`src/rtl/addr_latch8.sv`:
```
module addr_latch8 #(
  parameter int ADDR_W = 3
) (
  input  logic                   clk,
  input  logic                   rst,
  input  logic                   din,
  input  logic [ADDR_W-1:0]      addr,
  input  logic                   en_n,
  input  logic                   clr_n,
  output logic [(1<<ADDR_W)-1:0] q
);
  localparam int N = 1 << ADDR_W;

  logic [N-1:0] sel;
  logic [N-1:0] keep;
  logic [N-1:0] put;

  // one-hot cell select, addr MSB is the high address line
  assign sel  = {{(N-1){1'b0}}, 1'b1} << addr;
  // bits that survive the edge: all in hold, the unaddressed ones in write, none when clearing
  assign keep = clr_n ? (en_n ? {N{1'b1}} : ~sel) : {N{1'b0}};
  // bits loaded from din: only the addressed one, only while enabled
  assign put  = en_n ? {N{1'b0}} : (sel & {N{din}});

  always_ff @(posedge clk) begin
    if (rst) q <= '0;
    else     q <= (q & keep) | put;
  end
endmodule

```
`config.mk`:
```
export PLATFORM = sky130hd
export DESIGN_NAME = addr_latch8
export DESIGN_NICKNAME = d
export VERILOG_FILES = /design/src/rtl/addr_latch8.sv
export SDC_FILE = /design/constraint.sdc
export NUM_CORES = 1
export LEC_CHECK = 0
export BUFFER_PORTS_ARGS = -buffer_cell sky130_fd_sc_hd__buf_2
export CAP_MARGIN = 20
export CELL_PAD_IN_SITES_DETAIL_PLACEMENT = 1
export CELL_PAD_IN_SITES_GLOBAL_PLACEMENT = 1
export CORE_AREA = 10 10 47 49
export DETAILED_ROUTE_END_ITERATION = 16
export DIE_AREA = 0 0 57 59
export PLACE_DENSITY = 0.66
export SKIP_LAST_GASP = 1
export SLEW_MARGIN = 30
export SYNTH_ARGS = -nofsm -noshare
export SYNTH_HDL_FRONTEND = slang
export SYNTH_SLANG_ARGS = --single-unit
```
`constraint.sdc`:
```
create_clock -name clk -period 2.25 [get_ports clk]
set_input_delay 0.45 -clock clk [delete_from_list [all_inputs] [get_ports clk]]
set_output_delay 0.45 -clock clk [all_outputs]
set_load 0.02 [all_outputs]
```
; ---- After elaboration in Yosys (flattened, before gate mapping)
; Index checks and enable logic that the tools add are counted.
[totals]
reg_bits = 8
input_bits = 8
output_inout_bits = 8
word_cells = 9
[classes]
n_shift = 1
muxes = 3
n_bitwise = 4
[op_table]
columns = operator, count
row1 = $mux W8, 3
row2 = $and A8 B8 Y8, 2
row3 = $not A8 Y8, 1
row4 = $or A8 B8 Y8, 1
row5 = $shl A1 B3 Y8 const A, 1

; ---- Depth between registers and ports, before layout
[depth]
depth_word = 6
depth_mapped = 3
depth_no_buf = 2

; ---- Least setup slack after synthesis
; OpenSTA, ideal clock, no wires.
[synth_path]
path_type = input to register
start = in addr[2]
end = reg q[1]
setup_time_ps = 72
arrival_time_ps = 984
required_time_ps = 2178
path_slack_ps = 1194
path_stages = 2
n_path_buf = 0
path_cell_list = nor4b_1 mux2i_1
[synth_via]
elab_chain_len = 6
word_cells_on_any_way = 8
[synth_rtl]
columns = item, line_no
row1 = "start, declared", 7  ; input logic [ADDR_W-1:0] addr,
row2 = $shl A1 B3 Y8 *, 19  ; assign sel = {{(N-1){1'b0}}, 1'b1} << addr;
row3 = $not A8 Y8, 21  ; assign keep = clr_n ? (en_n ? {N{1'b1}} : ~sel) : {N{1'b0}};
row4 = $mux W8 (2 in a row), 21
row5 = $and A8 B8 Y8, 27  ; else q <= (q & keep) | put;
row6 = $or A8 B8 Y8 *, 27
row7 = "end signal, assigned", 27
row8 = "end, declared", 10  ; output logic [(1<<ADDR_W)-1:0] q
; Mark *: on every way between the ends. The rest lies on a longest branch, timed or not.
; A chain may end at the register's enable or synchronous reset.

; ---- Worst setup path in the final report
[layout_path]
start = reg q[6]
end = out q[6]
; No word-level cell between the ends.

==> flow_metrics.py <==
metrics = {
    "route": {
        "avgRoutedWirePerCell_microns": 15.4,
        "vias_per_cell": 5.03,
        "final_antenna_net_count": 0,
        "route.detailed.drc": 0,
        "drtIter0Drc": 2,
        "vias": 337,
        "firstDrtPassIters": 2,
        "wirelength_microns": 1030,
    },
    "cells_and_area": {
        "register_area_sq_um": 160,
        "syn_to_final_growth_pct": 27.6,
        "nNetsFinal": 61,
        "drive_above_1_share": 0.392,
        "largest_reg_flops": 8,
        "num-fill-cells": 181,
        "top_regs": "q (8)",
        "diodes": 0,
        "multiInputGateArea_sq_um": 225,
        "regMostFlops": "q",
    },
    "critical_path": {
        "path_delay_family": "flip-flops",
        "cp-start-kind": "register",
        "worstPathMaxFanout": 2,
        "criticalPathCategory": "reg -> out",
        "worstPathCellList": "buf_2",
        "critical_path_buf_inv_count": 1,
        "critical_path.endpoint_type": "output port",
        "worst_path_largest_cell_delay_ns": 0.34,
        "reg2regPathDepth": 2,
        "crit_arrival_ns": 0.77,
        "crit_required_ns": 1.80,
        "cp.depth": 1,
        "crit_path_top_delay_cell": "dfxtp_1",
        "regToRegSetupSlack_ns": 1.62,
    },
    "clocking": {
        "cts.htree.levels": 1,
        "clockRootBuffer": "clkbuf_4",
        "postCtsHoldBufs": 0,
        "cts.path.max_buffers": 2,
        "cts_sinks": 8,
        "clock_latency_ns": 0.26,
        "cts_setup_buffers": 0,
        "clk_pin_slew_ns": 0.06,
        "cts_buffers": 3,
        "post_cts_resized": 0,
        "cts_tree": "done",
    },
    "pwr": {
        "p_leak_nw": 0.208,
        "ir_worst_vdd_v": 0.000175,
        "powerDensity_nw_per_um2": 578,
    },
    "grt": {
        "grt_pass1_wl_microns": 1620,
        "grt_usage": 0.0616,
        "grt_max_degree": 10,
        "gr-total-overflow": 0,
        "antenna_found_initial": 0,
        "first_global_vias": 344,
    },
    "floorplanning": {
        "die_h_microns": 59,
        "rows": 14,
        "io_pins": 16,
        "initial_core_util": 0.281,
        "dieArea_sq_um": 3360,
        "core_area_sq_um": 1400,
        "die_w_microns": 57,
    },
    "logic_synthesis": {
        "synth_nets": 43,
        "syn_inst": 35,
        "synth.distinct_cells": 11,
        "yosys_warnings": 0,
        "synth_seq_area_share": 0.406,
        "ys_ff_latch": 8,
        "synth.avg_cell_area_sq_um": 11.3,
        "netlist_area_sq_um": 394,
    },
    "timing": {
        "slew_viol_final": 0,
        "rsz0062_at_grt": "false",
        "min_period_ns": 1.22,
        "slew_headroom": 0.720,
        "whs_ns": 0.479,
        "layout_setup_ws_ns": 1.03,
        "hold_viol_final": 0,
        "setup_violations": 0,
        "fmax_mhz": 819,
        "tightestPinTransition_ns": 0.415,
        "finalCritPeriodShare": 0.543,
        "skew_ns": 0,
        "fin_setup_tns_ns": 0,
    },
    "placement": {
        "gp_congestion": 0.707,
        "pre_cts_slack_ns": 0.942,
        "dpl.hpwl_microns": 768,
        "portBuffers": 15,
    },
    "flow_run": {
        "cap_violations": 0,
    },
    "status": {
        "status": "complete, no violations",
    },
    "min_path": {
        "hold_class": "reg -> reg",
        "holdPathStages": 2,
    },
}
==> area by class of cell <==
cell class,instances,share of cell area
Multi-Input combinational cell,25,0.448
Clock buffer,3,0.0448
Sequential cell,8,0.318
Tap cell,16,0.0398
Timing Repair Buffer,15,0.149
==> kinds of logic after synthesis <==
| family | synth area share |
|---|---|
| buf+inv | 0.0222 |
| mux | 0.203 |
| flops | 0.406 |
| simple gates | 0.368 |
==> layer usage <==
metal	share of wire	track usage	vias to the layer above
met2	0.38	0.0760	12
met4	0.0078	0.0503	0
met3	0.080	0.0322	2
met1	0.53	0.0757	154
met5	0	0	-
li1	-	-	169
==> layout by cell type, fill, tap and decap left out, drive strengths merged <==
cell     n
clkbuf   3
and4bb   3
nand2b   1
buf     15
mux2i    8
nand4b   1
nor4     1
dfxtp    8
nand3b   8
nor4b    3
==> worst min-delay path, stage by stage (launching register included) <==
cell and delay [ns]:
dfxtp_1 0.31, nand3b_1 0.07, mux2i_1 0.05
==> worst paths after layout <==
path	from	endpoint
worst max-delay path	q[6]$_SDFF_PP0_	q[6]
worst max register to register	q[2]$_SDFF_PP0_	q[2]$_SDFF_PP0_
worst min register to register	q[0]$_SDFF_PP0_	q[0]$_SDFF_PP0_
worst min-delay path	q[0]$_SDFF_PP0_	q[0]$_SDFF_PP0_
==> Yosys cell counts <==
cell type,count,area share
and4bb_1,1,0.032
and4bb_2,2,0.063
buf_1,1,0.0095
clkbuf_2,1,0.013
dfxtp_1,8,0.41
mux2i_1,8,0.20
nand2b_1,1,0.016
nand3b_1,8,0.15
nand4b_1,1,0.022
nor4_1,1,0.016
nor4b_1,3,0.067
==> power breakdown <==
group	internal [W]	switching [W]	leakage, nW
registers	0.000144	0.00000101	0.0646
logic	0.0000148	0.0000184	0.129
clock network	0.0000612	0.0000515	0.0138
total	0.000220	0.0000709	0.208
==> per-stage QoR <==
step                      total power [W]  instances  area (sq um)   util
after detailed placement         0.000181         64           480  0.343
after global routing             0.000304         67           503  0.359
final                            0.000291         67           503  0.359
after CTS                        0.000296         67           503  0.359
after global placement           0.000181         64           480  0.343
after floorplan                  0.000165         35           394      -
(Power assumes the default switching activity.)
